==> src/rtl/sdr_slot_pkg.sv <==
package sdr_slot_pkg;

  typedef enum logic [3:0] {
    CMD_MRS = 4'b0000,
    CMD_REF = 4'b0001,
    CMD_PRE = 4'b0010,
    CMD_ACT = 4'b0011,
    CMD_WR  = 4'b0100,
    CMD_RD  = 4'b0101,
    CMD_NOP = 4'b0111
  } sdr_cmd_e;

  localparam int unsigned SLOT_LEN = 9;
  localparam int unsigned PH_ACT   = 1;
  localparam int unsigned PH_RW    = 3;
  localparam int unsigned PH_CAP   = 5;
  localparam int unsigned PH_REF   = 7;
  localparam int unsigned CAS_LAT  = 2;
  localparam int unsigned AP_BIT   = 10;

  // mode word: burst length 1, sequential, CAS latency in bits 6:4
  function automatic logic [31:0] mode_word(int unsigned cl);
    return 32'(cl) << 4;
  endfunction

  // a slot of n cycles fits the refresh interval when n*1e6/clk_khz <= ref_ns
  function automatic bit slot_fits(longint unsigned clk_khz,
                                   longint unsigned ref_ns,
                                   int unsigned n);
    return (longint'(n) * 64'd1_000_000) <= (ref_ns * clk_khz);
  endfunction

endpackage

==> src/rtl/sdr_init_seq.sv <==
module sdr_init_seq
  import sdr_slot_pkg::*;
#(
  parameter int unsigned PWRUP_CYC = 25000
) (
  input  logic     clk,
  input  logic     rst_n,
  output sdr_cmd_e cmd,
  output logic     done
);
  localparam int unsigned CW    = $clog2(PWRUP_CYC + 1);
  localparam int unsigned NSTEP = 9;

  logic [CW-1:0] wait_q;
  logic          waiting_q;
  logic [3:0]    step_q;
  logic          done_q;

  always_ff @(posedge clk) begin
    if (!rst_n) begin
      wait_q    <= '0;
      waiting_q <= 1'b1;
      step_q    <= '0;
      done_q    <= 1'b0;
    end else if (waiting_q) begin
      if (wait_q == CW'(PWRUP_CYC - 1)) waiting_q <= 1'b0;
      else                              wait_q    <= wait_q + 1'b1;
    end else if (!done_q) begin
      if (step_q == 4'(NSTEP - 1)) done_q <= 1'b1;
      else                         step_q <= step_q + 1'b1;
    end
  end

  always_comb begin
    cmd = CMD_NOP;
    if (!waiting_q && !done_q) begin
      case (step_q)
        4'd0:    cmd = CMD_PRE;
        4'd2:    cmd = CMD_REF;
        4'd4:    cmd = CMD_REF;
        4'd6:    cmd = CMD_MRS;
        default: cmd = CMD_NOP;
      endcase
    end
  end

  assign done = done_q;

  // the mode load is the last command before done rises
  a_r1_done_after_mrs: assert property (@(posedge clk) disable iff (!rst_n)
    $rose(done_q) |-> !waiting_q);
endmodule

==> src/rtl/sdr_slot_engine.sv <==
module sdr_slot_engine
  import sdr_slot_pkg::*;
#(
  parameter int unsigned ROW_W  = 12,
  parameter int unsigned COL_W  = 8,
  parameter int unsigned BANK_W = 2,
  parameter int unsigned DATA_W = 16
) (
  input  logic              clk,
  input  logic              rst_n,
  input  logic              en,
  input  logic              req_valid,
  output logic              req_ready,
  input  logic              req_we,
  input  logic [BANK_W-1:0] req_bank,
  input  logic [ROW_W-1:0]  req_row,
  input  logic [COL_W-1:0]  req_col,
  input  logic [DATA_W-1:0] req_wdata,
  output logic              rd_valid,
  output logic [DATA_W-1:0] rd_data,
  output sdr_cmd_e          cmd,
  output logic [BANK_W-1:0] ba,
  output logic [ROW_W-1:0]  addr,
  output logic [DATA_W-1:0] dq_out,
  output logic              dq_oe,
  input  logic [DATA_W-1:0] dq_in
);
  localparam int unsigned PH_W = $clog2(SLOT_LEN);

  logic [PH_W-1:0]   ph_q;
  logic              busy_q, we_q;
  logic [BANK_W-1:0] bank_q;
  logic [ROW_W-1:0]  row_q;
  logic [COL_W-1:0]  col_q;
  logic [DATA_W-1:0] wdata_q, rd_data_q;
  logic              rd_valid_q;

  // named slot events
  logic take, ev_act, ev_rw, ev_read, ev_ref, ev_cap;

  assign req_ready = en && (ph_q == '0);
  assign take      = req_valid && req_ready;
  assign ev_act    = busy_q && (ph_q == PH_W'(PH_ACT));
  assign ev_rw     = busy_q && (ph_q == PH_W'(PH_RW));
  assign ev_read   = ev_rw && !we_q;
  assign ev_cap    = busy_q && !we_q && (ph_q == PH_W'(PH_CAP));
  assign ev_ref    = en && (ph_q == PH_W'(PH_REF));

  always_ff @(posedge clk) begin
    if (!rst_n) begin
      ph_q       <= '0;
      busy_q     <= 1'b0;
      we_q       <= 1'b0;
      bank_q     <= '0;
      row_q      <= '0;
      col_q      <= '0;
      wdata_q    <= '0;
      rd_data_q  <= '0;
      rd_valid_q <= 1'b0;
    end else begin
      if (en) ph_q <= (ph_q == PH_W'(SLOT_LEN - 1)) ? '0 : ph_q + 1'b1;
      if (req_ready) begin
        busy_q <= take;
        if (take) begin
          we_q    <= req_we;
          bank_q  <= req_bank;
          row_q   <= req_row;
          col_q   <= req_col;
          wdata_q <= req_wdata;
        end
      end
      rd_valid_q <= ev_cap;
      if (ev_cap) rd_data_q <= dq_in;
    end
  end

  always_comb begin
    cmd  = CMD_NOP;
    ba   = '0;
    addr = '0;
    if (ev_act) begin
      cmd  = CMD_ACT;
      ba   = bank_q;
      addr = row_q;
    end else if (ev_rw) begin
      cmd  = we_q ? CMD_WR : CMD_RD;
      ba   = bank_q;
      addr[COL_W-1:0] = col_q;
      addr[AP_BIT]    = 1'b1;
    end else if (ev_ref) begin
      cmd = CMD_REF;
    end
  end

  assign dq_oe    = ev_rw && we_q;
  assign dq_out   = wdata_q;
  assign rd_valid = rd_valid_q;
  assign rd_data  = rd_data_q;

  // ready lasts a single cycle per slot
  a_r3_ready_one_cycle: assert property (@(posedge clk) disable iff (!rst_n)
    req_ready |=> !req_ready);
  // refresh falls seven cycles after the slot's ready cycle
  a_r4_ref_slot_pos: assert property (@(posedge clk) disable iff (!rst_n)
    ev_ref |-> $past(req_ready, 7));
  // column command two cycles after activate
  a_r5_rw_after_act: assert property (@(posedge clk) disable iff (!rst_n)
    ev_rw |-> $past(ev_act, 2));
  // read strobe three cycles after READ, one cycle wide
  a_r7_rdv_after_read: assert property (@(posedge clk) disable iff (!rst_n)
    rd_valid_q |-> $past(ev_read, 3));
  a_r7_rdv_single: assert property (@(posedge clk) disable iff (!rst_n)
    rd_valid_q |=> !rd_valid_q);
endmodule

==> src/rtl/sdr_slot_sched.sv <==
module sdr_slot_sched
  import sdr_slot_pkg::*;
#(
  parameter int unsigned ROW_W     = 12,
  parameter int unsigned COL_W     = 8,
  parameter int unsigned BANK_W    = 2,
  parameter int unsigned DATA_W    = 16,
  parameter int unsigned CLK_KHZ   = 125000,
  parameter int unsigned REF_NS    = 15625,
  parameter int unsigned PWRUP_CYC = 25000
) (
  input  logic              clk,
  input  logic              rst_n,
  input  logic              req_valid,
  output logic              req_ready,
  input  logic              req_we,
  input  logic [BANK_W-1:0] req_bank,
  input  logic [ROW_W-1:0]  req_row,
  input  logic [COL_W-1:0]  req_col,
  input  logic [DATA_W-1:0] req_wdata,
  output logic              rd_valid,
  output logic [DATA_W-1:0] rd_data,
  output logic              init_done,
  output logic              sd_cke,
  output logic              sd_cs_n,
  output logic              sd_ras_n,
  output logic              sd_cas_n,
  output logic              sd_we_n,
  output logic [BANK_W-1:0] sd_ba,
  output logic [ROW_W-1:0]  sd_addr,
  output logic [DATA_W-1:0] sd_dq_out,
  output logic              sd_dq_oe,
  input  logic [DATA_W-1:0] sd_dq_in
);
  localparam bit FITS = slot_fits(64'(CLK_KHZ), 64'(REF_NS), SLOT_LEN);

  generate
    if (!FITS) begin : g_slot_too_long
      $error("slot of %0d cycles exceeds the refresh interval", SLOT_LEN);
    end
    if (ROW_W <= AP_BIT || COL_W > AP_BIT) begin : g_bad_widths
      $error("address widths leave no room for the auto-precharge bit");
    end
  endgenerate

  sdr_cmd_e          ini_cmd, eng_cmd, cmd;
  logic [BANK_W-1:0] eng_ba;
  logic [ROW_W-1:0]  eng_addr;
  logic              cke_q;

  sdr_init_seq #(.PWRUP_CYC(PWRUP_CYC)) u_init (
    .clk(clk), .rst_n(rst_n), .cmd(ini_cmd), .done(init_done)
  );

  sdr_slot_engine #(
    .ROW_W(ROW_W), .COL_W(COL_W), .BANK_W(BANK_W), .DATA_W(DATA_W)
  ) u_eng (
    .clk(clk), .rst_n(rst_n), .en(init_done),
    .req_valid(req_valid), .req_ready(req_ready), .req_we(req_we),
    .req_bank(req_bank), .req_row(req_row), .req_col(req_col),
    .req_wdata(req_wdata), .rd_valid(rd_valid), .rd_data(rd_data),
    .cmd(eng_cmd), .ba(eng_ba), .addr(eng_addr),
    .dq_out(sd_dq_out), .dq_oe(sd_dq_oe), .dq_in(sd_dq_in)
  );

  always_ff @(posedge clk) begin
    if (!rst_n) cke_q <= 1'b0;
    else        cke_q <= 1'b1;
  end
  assign sd_cke = cke_q;

  always_comb begin
    if (init_done) begin
      cmd     = eng_cmd;
      sd_ba   = eng_ba;
      sd_addr = eng_addr;
    end else begin
      cmd     = ini_cmd;
      sd_ba   = '0;
      sd_addr = '0;
      if (ini_cmd == CMD_MRS)      sd_addr = ROW_W'(mode_word(CAS_LAT));
      else if (ini_cmd == CMD_PRE) sd_addr[AP_BIT] = 1'b1;
    end
  end

  assign {sd_cs_n, sd_ras_n, sd_cas_n, sd_we_n} = cmd;

  // no request accepted before initialisation completes
  a_r1_no_ready_early: assert property (@(posedge clk) disable iff (!rst_n)
    !init_done |-> !req_ready);
  // data bus driven only alongside a WRITE on the pins
  a_r6_oe_with_write: assert property (@(posedge clk) disable iff (!rst_n)
    sd_dq_oe |-> ({sd_cs_n, sd_ras_n, sd_cas_n, sd_we_n} == 4'b0100));
endmodule

==> config.mk <==
export PLATFORM = sky130hd
export DESIGN_NAME = sdr_slot_sched
export DESIGN_NICKNAME = d
export VERILOG_FILES = /design/src/rtl/sdr_slot_pkg.sv /design/src/rtl/sdr_init_seq.sv /design/src/rtl/sdr_slot_engine.sv /design/src/rtl/sdr_slot_sched.sv
export SDC_FILE = /design/constraint.sdc
export NUM_CORES = 1
export LEC_CHECK = 0
export ABC_AREA = 1
export BUFFER_PORTS_ARGS = -buffer_cell sky130_fd_sc_hd__buf_2
export CAP_MARGIN = 20
export CORE_AREA = 4 4 91 93
export CTS_CLUSTER_SIZE = 20
export DETAILED_ROUTE_END_ITERATION = 8
export DIE_AREA = 0 0 95 97
export GPL_TIMING_DRIVEN = 1
export PLACE_DENSITY = 0.78
export SLEW_MARGIN = 20
export SYNTH_ARGS = -nofsm -noshare
export SYNTH_HDL_FRONTEND = slang
export SYNTH_SLANG_ARGS = --single-unit
==> constraint.sdc <==
create_clock -name clk -period 1.85 [get_ports clk]
set_clock_uncertainty 0.15 [all_clocks]
set_input_delay 0.37 -clock clk [delete_from_list [all_inputs] [get_ports clk]]
set_output_delay 0.37 -clock clk [all_outputs]
set_load 0.005 [all_outputs]
; Word level (Yosys, flattened, before mapping)
; Cells that the tools add are included.
[totals]
ram_bits = 0
rom_bits = 0
latch_bits = 0
mem_count = 0
out_inout_bits = 55
inputBits = 58
reg_bits = 83
[classes]
n_eq_ne = 11
n_lt_le_gt_ge = 0
addsub = 3
shift = 0
n_div = 0
muxes = 26
bitwise_logic = 4
multipliers = 0
reduce_logical = 19
[op_table]
columns = op, count
row1 = $mux W4, 5
row2 = $eq A4 B3 Y1 const B, 4
row3 = $mux W8, 2
row4 = $add A15 B1 Y15 const B, 1
row5 = $eq A15 B15 Y1 const B, 1
row6 = $eq A4 B2 Y1 const B, 3
row7 = $logic_not A4 Y1, 3
row8 = $mux W12, 1
row9 = $mux W1, 11
row10 = $logic_and A1 B1 Y1, 9
row11 = $pmux W3 S3, 1
row12 = $add A4 B1 Y4 const B, 2
row13 = $eq A4 B4 Y1 const B, 2
row14 = $mux W2, 4
row15 = $mux W6, 1
row16 = $eq A4 B1 Y1 const B, 1
row17 = $not A1 Y1, 4
row18 = $reduce_and A2 Y1, 2
row19 = $logic_not A1 Y1, 3
row20 = $mux W3, 1
row21 = $reduce_and A3 Y1, 1
row22 = $reduce_or A2 Y1, 1

; Depth between registers and ports, before layout
; Gate-level depths: netlist of run 1.
[depth]
depth_word = 8
ltp_mapped = 9

; Modules after synthesis
; A second synthesis of run 1 with hierarchy kept.
[unflattened]
cells_unflattened = 687
area_unflattened_um2 = 4245.3
[by_module_without_submodules]
columns = module, seq_area_each_um2, area_each_um2, cells_per_inst, instances
row1 = sdr_slot_engine, 1221.2, 2728.9, 427, 1
row2 = sdr_init_seq, 420.4, 1303.8, 213, 1
row3 = sdr_slot_sched, 20.0, 212.7, 47, 1

; Worst setup path after synthesis of run 1
; Ideal clock, no wire load.
[synth_path]
path_type = register to output
from = reg u_eng.ph_q[1]
to = out sd_addr[0]
path_buffers = 1
stages_incl_launch_ff = 6
setup_slack_ns = 0.202
t_required_ns = 1.330
arrival_ns = 1.128
path_cell_list = dfxtp_1 > inv_1 > ha_1 > nand4_1 > clkbuf_1 > o22ai_1
[synth_via]
elab_chain_cells = 5
elab_cells_between_ends = 7
[synth_lines]
columns = element, line
row1 = start: declaration, sdr_slot_engine.sv:30  ; logic [PH_W-1:0] ph_q;
row2 = start signal: assignment, sdr_slot_engine.sv:61  ; if (en) ph_q <= (ph_q == PH_W'(SLOT_LEN - 1)) ? '0 : ph_q + 1'b1;
row3 = $eq A4 B2 Y1, sdr_slot_engine.sv:44  ; assign ev_rw = busy_q && (ph_q == PH_W'(PH_RW));
row4 = $logic_and A1 B1 Y1, sdr_slot_engine.sv:44
row5 = $mux W8, sdr_slot_engine.sv:85  ; end else if (ev_rw) begin
row6 = $mux W8 (*), sdr_slot_engine.sv:81  ; if (ev_act) begin
row7 = $mux W12 (*), sdr_slot_sched.sv:73  ; if (init_done) begin
row8 = end: declaration, sdr_slot_sched.sv:30  ; output logic [ROW_W-1:0] sd_addr,
; Every way passes the cells marked *; elsewhere a longest branch is shown, timed or not.

; Worst setup path in the final report of run 1
[layout_path]
from = reg u_eng.ph_q[1]
to = out sd_addr[4]
; The elaborated chain is that of the path after synthesis.

==> run summary, run 1 <==
Yosys cell types: 31
setup ws final: -324 ps
Worst path top cell family by delay: buffers and inverters
share of synthesized flip-flops with an asynchronous set or reset: 0%
final non-filler cell total: 746
worst hold slack: 112 ps
r2r setup slk: 60 ps
WS Path Type: flop to output port
Hold Fails Final Rpt: 0
largest net degree at the start of global routing: 44
Setup violations, final: 19
CTS Buffer Depth: 2
Hold Crit Class: input pin to flop
Total GRT Usage: 21.1%
WP buf/inv: 4
Critical Path End Type: output port
clock slew at reported path FFs: 80 ps
FF+latch count, synth: 83
Total Wirelength: 10,200 um
# IOs: 113
vias: 3,847
RSZ-0062 raised after global routing: yes
Post-DRT Antenna Nets: 0
leak pwr: 2.02 nW
post-synthesis instance area: 0.00374 mm2
port bufs: 111
status: finished with violations
Cell Chain, Critical Path: inv_4 > ha_4 > nand4_1 > buf_6 > buf_6 > o22ai_2 > buf_2
most frequent CP cell: buf_6
die width: 95 um
Seq/Total Area, Yosys: 44.4%
Filler Cell Count: 634
CTS tree: yes
synth warn: 0
CTS Sinks: 83
die height: 97 um
Initial DRC Count: 109
Hold Path Depth: 3
Placer Congestion: 0.872
initial antenna violation count: 0
dominant synthesized flop cell: dfxtp_1
Vias per Instance: 5.16
area delta synth->final: 33.9%
number of cell rows: 32
DP Wirelength: 6760 um
Skew-Pair Late Insertion Delay: 350 ps
drt first pass iters: 4
Post-synth EDFFs: 0
core box area: 0.00753 mm2
clock buffer count from CTS: 9
reg2reg start: u_eng.ph_q[0]
placed insts: 720
CTS Root Cell: clkbuf_8
final core occ: 66.6%
Max-Cap Viols: 0
worst r2r dst: u_eng.row_q[3]
Post-Synthesis Cells: 513
violated checks: setup timing
# DRC: 0
syn_area_per_cell: 7.30 um2
Initial Utilization: 49.8%
antenna cells: 0
Cell Pwr Density: 634 mW/mm2
minimum clock period: 2170 ps
ratio of cells with drive above 1 in the final layout: 35.2%
crit start category: flop
Post-Syn Nets: 578
die area: 0.00922 mm2
critical path required time: 1330 ps
final worst-path cycle share: 117%
H-tree depth: 3
Hold Crit Endpoint: u_eng.rd_data[9]
Peak Freq: 460 MHz
FF-to-FF path depth: 9
crit-path max FO: 5
crit path max-delay cell type: dfxtp_4
hold path startpoint: sd_dq_in[9]
Peak VDD IR: 0.396 mV
number of global-route vias before repair: 3,574
wire per inst: 13.7 um
overall power: 0.00318 W
fin. max-slew vios: 0
crit-path max cell delay: 370 ps
first-pass GRT wire length: 15,800 um
final setup TNS: -4650 ps
Layout Nets: 706
gr ovfl total: 0
critical path arrival: 1650 ps
final cells by class:
class                   instances  area (um2)  area share, %
clock buffers                   9         124           2.47
clock inverters                 5        56.3           1.12
inverters                      50         198           3.94
multi-input cells             355        1990           39.6
flip-flops and latches         83        1680           33.4
well taps                     102         128           2.54
repair buffers                142         848           16.9
cells in the mapped netlist (4+ instances only):
library cell,n,area (um2)
nand4_1,9,56.3
nand3_1,33,165
o22ai_1,7,43.8
ha_1,7,87.6
o21ai_0,47,235
dfxtp_1,83,1660
a21oi_1,52,260
nor2_1,68,255
a21oi_2,8,70.1
clkbuf_1,10,37.5
buf_2,11,55.1
nor2_2,9,56.3
nand2_1,91,342
inv_2,4,15.0
inv_1,45,169
xor2_1,7,61.3
cells by family after synthesis:
group	after synthesis	synth area share (%)
and+or+nand+nor	220	25.5
AOI/OAI and AO/OA	119	17.2
DFF	83	44.4
buffers and inverters	75	8.59
xor gates and xnor gates	8	1.87
adders and majority gates	7	2.34
other	1	0.100
sequential cells by signal (all words and copies together) (netlist names), 2 cells and up:
| signal | flops |
|---|---|
| u_eng.col_q | 8 |
| u_eng.bank_q | 2 |
| u_eng.rd_data | 16 |
| u_eng.row_q | 12 |
| u_eng.dq_out | 16 |
| u_eng.ph_q | 4 |
| u_init.wait_q | 15 |
| u_init.step_q | 4 |
power breakdown:
part | switching [W] | internal, W
logic | 0.0000747 | 0.0000687
registers | 0.00000710 | 0.00179
clock network | 0.000638 | 0.000606
timing repair:
item | in CTS | in global routing
setup endpoints to repair | 20 | 46
setup buffers | 6 | 5
pin swaps | 11 | 12
gates resized for setup | 43 | 45
cloned | 0 | 1
hold buffers | 0 | 0
worst max-delay path by stage:
stage / start / end / slack [ps] / depth (start not counted)
2_1_floorplan: u_eng.ph_q[1] / sd_addr[0] / 200 / 5
3_3_place_gp: u_init.step_q[1] / sd_addr[10] / 70 / 9
3_5_place_dp: u_eng.ph_q[1] / u_eng.row_q[1] / -3 / 8
4_1_cts: u_eng.ph_q[1] / sd_addr[4] / -270 / 6
5_1_grt: u_eng.ph_q[1] / sd_addr[10] / -380 / 8
6_report: u_eng.ph_q[1] / sd_addr[4] / -320 / 7
per-layer routing:
layer,up-vias,wire length [um],track usage (%)
li1,1927,-,-
met1,1769,4260,24.5
met4,0,159,6.77
met2,134,5070,37.4
met5,-,0,0
met3,17,695,5.21
metrics by stage:
step	setup WS, ps	area (um2)
after floorplan	202	3740
after global placement	73.5	4480
after detailed placement	-3.24	4480
after CTS	-275	4860
after global routing	-380	5020
final	-324	5020
tightest hold or removal path, stage by stage:
cell and delay (ps):
buf_2 70, o21ai_0 70, nor2_1 70
cells in the final DEF, fill, tap and decap left out, types with 4 or more instances in the layout:
cell,count
a21oi_1,50
o21ai_1,16
nor2_1,63
nor2_2,10
buf_2,111
nand4_1,9
inv_1,36
nor2_4,4
nand3_1,30
o21ai_0,30
clkbuf_8,9
ha_4,4
nand2_2,6
buf_4,23
buf_6,4
dfxtp_1,77
a21oi_2,10
inv_4,4
inv_2,9
xor2_1,7
o22ai_2,7
nand2_1,87
Power figures use the tool's default switching activity.
==> inputs of run 2 (changes only) <==
clock period = 2.2 ns   (was 1.85 ns; I/O delays follow)
==> run summary, run 2 (synthesis gave the netlist of run 1 again) <==
status: finished with violations
violated checks: setup timing
register area: 0.00168 mm2 (+0.37%)
Peak VDD IR: 0.438 mV (+10%)
fin. max-slew vios: 0 (unchanged)
clock slew at reported path FFs: 90 ps (about the same)
Layout Nets: 696 (-1.4%)
minimum clock period: 2280 ps
CTS Buffer Depth: 2 (unchanged)
Tightest Pin Transition: 535 ps
number of global-route vias before repair: 3,555 (-0.53%)
CTS Sinks: 83 (unchanged)
pre-CTS setup slack: 207 ps (+211 ps)
vias: 3,760 (-2.3%)
Post-DRT Antenna Nets: 0 (unchanged)
area occupied by multi-input gates: 0.00192 mm2 (-3.5%)
Filler Cell Count: 650 (+2.5%)
worst hold slack: 182 ps (+70.0 ps)
Initial DRC Count: 170 (+56%)
CTS Root Cell: clkbuf_8
gr ovfl total: 0 (unchanged)
critical path arrival: 1690 ps (+40 ps)
RSZ-0062 raised after global routing: yes
Vias per Instance: 5.10 (-1.1%)
crit start category: flop
WS Path Type: flop to output port
Placer Congestion: 0.922 (+5.8%)
die area: 0.00922 mm2 (unchanged)
reg2reg start: u_eng.ph_q[1]
drt first pass iters: 4 (unchanged)
core box area: 0.00753 mm2 (unchanged)
# IOs: 113 (unchanged)
critical path required time: 1610 ps (+280 ps)
port bufs: 111 (unchanged)
final worst-path cycle share: 104%
Critical Path End Type: output port
area delta synth->final: 29.5%
Max-Cap Viols: 0 (unchanged)
largest net degree at the start of global routing: 47 (+6.8%)
Hold Crit Class: input pin to flop
hold path startpoint: sd_dq_in[11]
DP Wirelength: 6740 um (-0.40%)
Initial Utilization: 49.8% (unchanged)
final non-filler cell total: 737 (-1.2%)
setup ws final: -83.1 ps (+241 ps)
wire per inst: 13.5 um (-0.88%)
Total Wirelength: 9980 um (-2.1%)
final setup TNS: -711 ps (+3940 ps)
initial antenna violation count: 0 (unchanged)
max_slew headroom: 64.3%
Total GRT Usage: 21.2% (+0.094 points)
number of cell rows: 32 (unchanged)
Cell Pwr Density: 556 mW/mm2 (-12%)
Peak Freq: 438 MHz
CTS tree: yes
clock buffer count from CTS: 9 (unchanged)
Setup violations, final: 13 (-6)
Worst Setup SP: u_eng.ph_q[1]
die height: 97 um (unchanged)
H-tree depth: 3 (unchanged)
die width: 95 um (unchanged)
leak pwr: 1.96 nW (-2.8%)
# DRC: 0 (unchanged)
overall power: 0.00270 W (-15%)
Hold Fails Final Rpt: 0 (unchanged)
placed insts: 710 (-1.4%)
Skew-Pair Late Insertion Delay: 350 ps (about the same)
first-pass GRT wire length: 15,900 um (+0.70%)
crit-path max FO: 5 (unchanged)
commonest non-fill, non-tap cell in the layout: buf_2
antenna cells: 0 (unchanged)
commonest non-fill, non-tap cells in the layout: buf_2 (111), nand2_1 (89), dfxtp_1 (76)
ratio of cells with drive above 1 in the final layout: 33.1% (-2.2 points)
==> run 2: cell types whose count changed in the layout (fill, tap and decap cells not counted), sizes merged <==
cell      change
inv           +1
buf          -10
clkinvlp      -1
clkinv        +1
==> run 2: through the flow <==
| stage | util [%] | cell area [um2] |
|---|---|---|
| floorplan | - | 3740 |
| global placement | 58.0 | 4360 |
| detailed placement | 58.0 | 4360 |
| CTS | 62.7 | 4720 |
| global route | 64.4 | 4850 |
| finish | 64.4 | 4850 |
==> run 2: worst max-delay path, cell delays in order (launching register included) <==
cell and delay (ps):
dfxtp_4 370, inv_2 100, ha_4 150, nand4_1 130
buf_4 190, buf_6 130, o22ai_2 140, buf_2 130
==> run 2: timing repair <==
action,4_1_cts,5_1_grt
endpoints found under the setup margin,17,17
pin swaps,10,11
cloned,0,1
hold buffers,0,0
resized for setup,42,17
setup buffers,3,8
==> run 2: metal layers <==
| layer | share of wire, % | global-route usage [%] |
|---|---|---|
| met1 | 42 | 25.7 |
| met2 | 49 | 35.4 |
| met3 | 7.6 | 6.22 |
| met4 | 1.8 | 7.33 |
| met5 | 0 | 0 |
==> run 2: power breakdown <==
| part | leakage (nW) | total (W) | switching, W | internal [W] |
|---|---|---|---|---|
| clock network | 0.0994 | 0.00108 | 0.000555 | 0.000522 |
| logic | 1.19 | 0.000112 | 0.0000601 | 0.0000522 |
| registers | 0.673 | 0.00151 | 0.00000619 | 0.00150 |
==> run 2: area by class of cell <==
cell class,instances,share of cell area [%]
Sequential cell,83,34.7
Inverter,50,4.13
Clock inverter,6,1.37
Tap cell,102,2.63
Timing Repair Buffer,132,15.1
Multi-Input combinational cell,355,39.5
Clock buffer,9,2.55
==> run 2: final timing paths <==
kind / to / slack, ps / depth (start not counted)
max: sd_addr[4] / -80 / 7
min: u_eng.rd_data[11] / 180 / 3
max reg2reg: u_eng.row_q[4] / 280 / 8
min reg2reg: u_eng.row_q[11] / 300 / 2
==> inputs of run 3 (changes only) <==
CORE_AREA = 4 4 95 97   (was 4 4 91 93)
DIE_AREA = 0 0 99 101   (was 0 0 95 97)
PLACE_DENSITY = 0.79   (was 0.78)
SYNTH_HIERARCHICAL = 1   (was not set)
==> run summary, run 3 <==
DP Area: 0.00484 mm2 (+11%)
Total Wirelength: 10,600 um (+6.6%)
# IOs: 113 (unchanged)
fin. max-slew vios: 0 (unchanged)
ratio of cells with drive above 1 in the final layout: 24.6% (-8.5 points)
critical path required time: 1610 ps (about the same)
post-synthesis instance area: 0.00425 mm2 (+13%)
largest net degree at the start of global routing: 80 (+70%)
ranking of synthesized cells by area: dfxtp_1 (39%), nand2_1 (19%), nor2_1 (14%)
initial antenna violation count: 0 (unchanged)
Post-Syn Nets: 752 (+30%)
Vias per Instance: 4.82 (-5.4%)
port bufs: 111 (unchanged)
crit start category: flop
critical path arrival: 1760 ps (+70 ps)
Layout Nets: 869 (+25%)
CTS tree: yes
Seq/Total Area, Yosys: 39.1% (-5.2 points)
Yosys cell types: 28 (-9.7%)
wire per inst: 11.6 um (-14%)
H-tree depth: 3 (unchanged)
number of cell rows: 33 (+3.1%)
Synth area leader: dfxtp_1
clock buffer count from CTS: 9 (unchanged)
RSZ-0062 raised after global routing: yes
violated checks: setup timing
leak pwr: 2.84 nW (+45%)
post-layout instance area: 0.00534 mm2 (+10%)
final core occ: 65.7% (+1.3 points)
Post-CTS Hold Buffers: 0 (unchanged)
share of synthesized flip-flops with an asynchronous set or reset: 0% (unchanged)
setup ws final: -149 ps (-65.8 ps)
crit-path max cell delay: 390 ps (+20 ps)
crit-path max FO: 4 (-1)
Post-DRT Antenna Nets: 0 (unchanged)
Cell Chain, Critical Path: inv_4 > ha_4 > inv_6 > o21bai_4 > a31o_4 > nor2_4 > nand3_2 > nand2_2 > buf_6
DP Wirelength: 7220 um (+7.2%)
synth warn: 6 (+6)
status: finished with violations
Critical Path End Type: output port
overall power: 0.00265 W (-1.8%)
worst hold slack: 154 ps (-27.8 ps)
Post-synth top cells: nand2_1 (216), nor2_1 (154), inv_1 (108), dfxtp_1 (83), nand3_1 (23)
max_slew headroom: 65.4% (+1.1 points)
syn_area_per_cell: 6.18 um2 (-15%)
final worst-path cycle share: 107% (+3.0 points)
Initial DRC Count: 266 (+56%)
Max-Cap Viols: 0 (unchanged)
Hold Crit Class: input pin to flop
# DRC: 0 (unchanged)
Total GRT Usage: 20.9% (-0.35 points)
placed insts: 884 (+25%)
Post-Synthesis Cells: 687 (+34%)
Hold Fails Final Rpt: 0 (unchanged)
WS Path Type: flop to output port
antenna cells: 0 (unchanged)
Filler Cell Count: 735 (+13%)
commonest non-fill, non-tap cells in the layout: nand2_1 (211), nor2_1 (151), buf_2 (110)
clock slew at reported path FFs: 90 ps (about the same)
Post-synth EDFFs: 0 (unchanged)
crit path max-delay cell type: dfxtp_4
dominant synthesized flop cell: dfxtp_1
number of global-route vias before repair: 4,055 (+14%)
CTS Buffer Depth: 2 (unchanged)
vias: 4,410 (+17%)
first-pass GRT wire length: 17,200 um (+8.5%)
area delta synth->final: 25.9%
Tightest Pin Transition: 517 ps (-18.1 ps)
count leader, synth: nand2_1
drt first pass iters: 7 (+3)
core box area: 0.00813 mm2 (+8.1%)
final non-filler cell total: 914 (+24%)
Peak Freq: 426 MHz (-2.8%)
CTS Sinks: 83 (unchanged)
Synth top area share: 39.1% (-5.2 points)
die width: 99 um (+4.2%)
Cell Pwr Density: 495 mW/mm2 (-11%)
Initial Utilization: 52.2% (+2.4 points)
Peak VDD IR: 0.375 mV (-14%)
Skew-Pair Late Insertion Delay: 340 ps (about the same)
die height: 101 um (+4.1%)
FF+latch count, synth: 83 (unchanged)
gr ovfl total: 0 (unchanged)
die area: 0.0100 mm2 (+8.5%)
Placer Congestion: 0.856 (-7.2%)
CTS Root Cell: clkbuf_8
minimum clock period: 2350 ps (+65.8 ps)
commonest non-fill, non-tap cell in the layout: nand2_1
Setup violations, final: 11 (-2)
==> run 3: per-stage QoR <==
stage / setup WS [ps] / TNS [ps]
after floorplan: 301 / 0
after global placement: 110 / 0
after detailed placement: 28.6 / 0
after CTS: -110 / -599
after global routing: -211 / -1770
final: -149 / -793
==> run 3: kinds of logic after synthesis <==
logic type      Yosys count  share of synthesized area (%)
fa+ha+maj                 7                           2.06
buf+inv                 138                           13.7
simple gates            413                           38.9
other cells               2                          0.177
flops                    83                           39.1
xor+xnor                  6                           1.24
compound gates           38                           4.77
==> run 3: routing by layer <==
layer | vias up | wire, um | track usage [%]
li1 | 2265 | - | -
met1 | 1958 | 4400 | 23.3
met2 | 159 | 5120 | 36.9
met3 | 28 | 829 | 5.54
met4 | 0 | 285 | 9.87
met5 | - | 0 | 0
==> run 3: report_power, final <==
group          switching [W]  leakage, nW  internal, W  total, W
Clock               0.000577       0.0891     0.000451   0.00103
Combinational      0.0000585         2.08    0.0000529  0.000111
Sequential        0.00000508        0.673      0.00150   0.00151
==> run 3: worst max-delay path, delay by kind of cell, from the launching register on <==
kind | cells | cell delay, ps
adder cells (fa/ha/maj) | 1 | 170
buffers and inverters | 3 | 210
AND/OR/NAND/NOR | 3 | 320
flip-flops | 1 | 390
AO/OA/AOI/OAI | 2 | 320
==> run 3: layout make-up <==
cell class,instances,area [um2],area share [%]
multi-input combinational,466,2160,40.5
sequential,83,1680,31.4
timing repair buffer,134,762,14.3
inverter,110,423,7.91
clock buffer,10,138,2.58
tap,105,131,2.46
clock inverter,6,50.0,0.937
==> run 3: worst paths after layout <==
| path | cells past startpoint | start | slack [ps] | endpoint |
|---|---|---|---|---|
| setup / recovery | 9 | u_init/step_q[1] | -150 | sd_addr[10] |
| hold / removal | 3 | req_row[7] | 150 | u_eng/row_q[7] |
| setup reg to reg | 9 | u_init/wait_q[0] | 340 | u_init/wait_q[7] |
| hold reg to reg | 2 | u_eng/rd_data[13] | 330 | u_eng/rd_data[13] |
==> run 3: timing repair <==
item                       4_1_cts  5_1_grt
setup buffers                    8        5
setup endpoints to repair       14       15
pin swaps                        9        8
gates cloned                     1        0
gates resized for setup         47       24
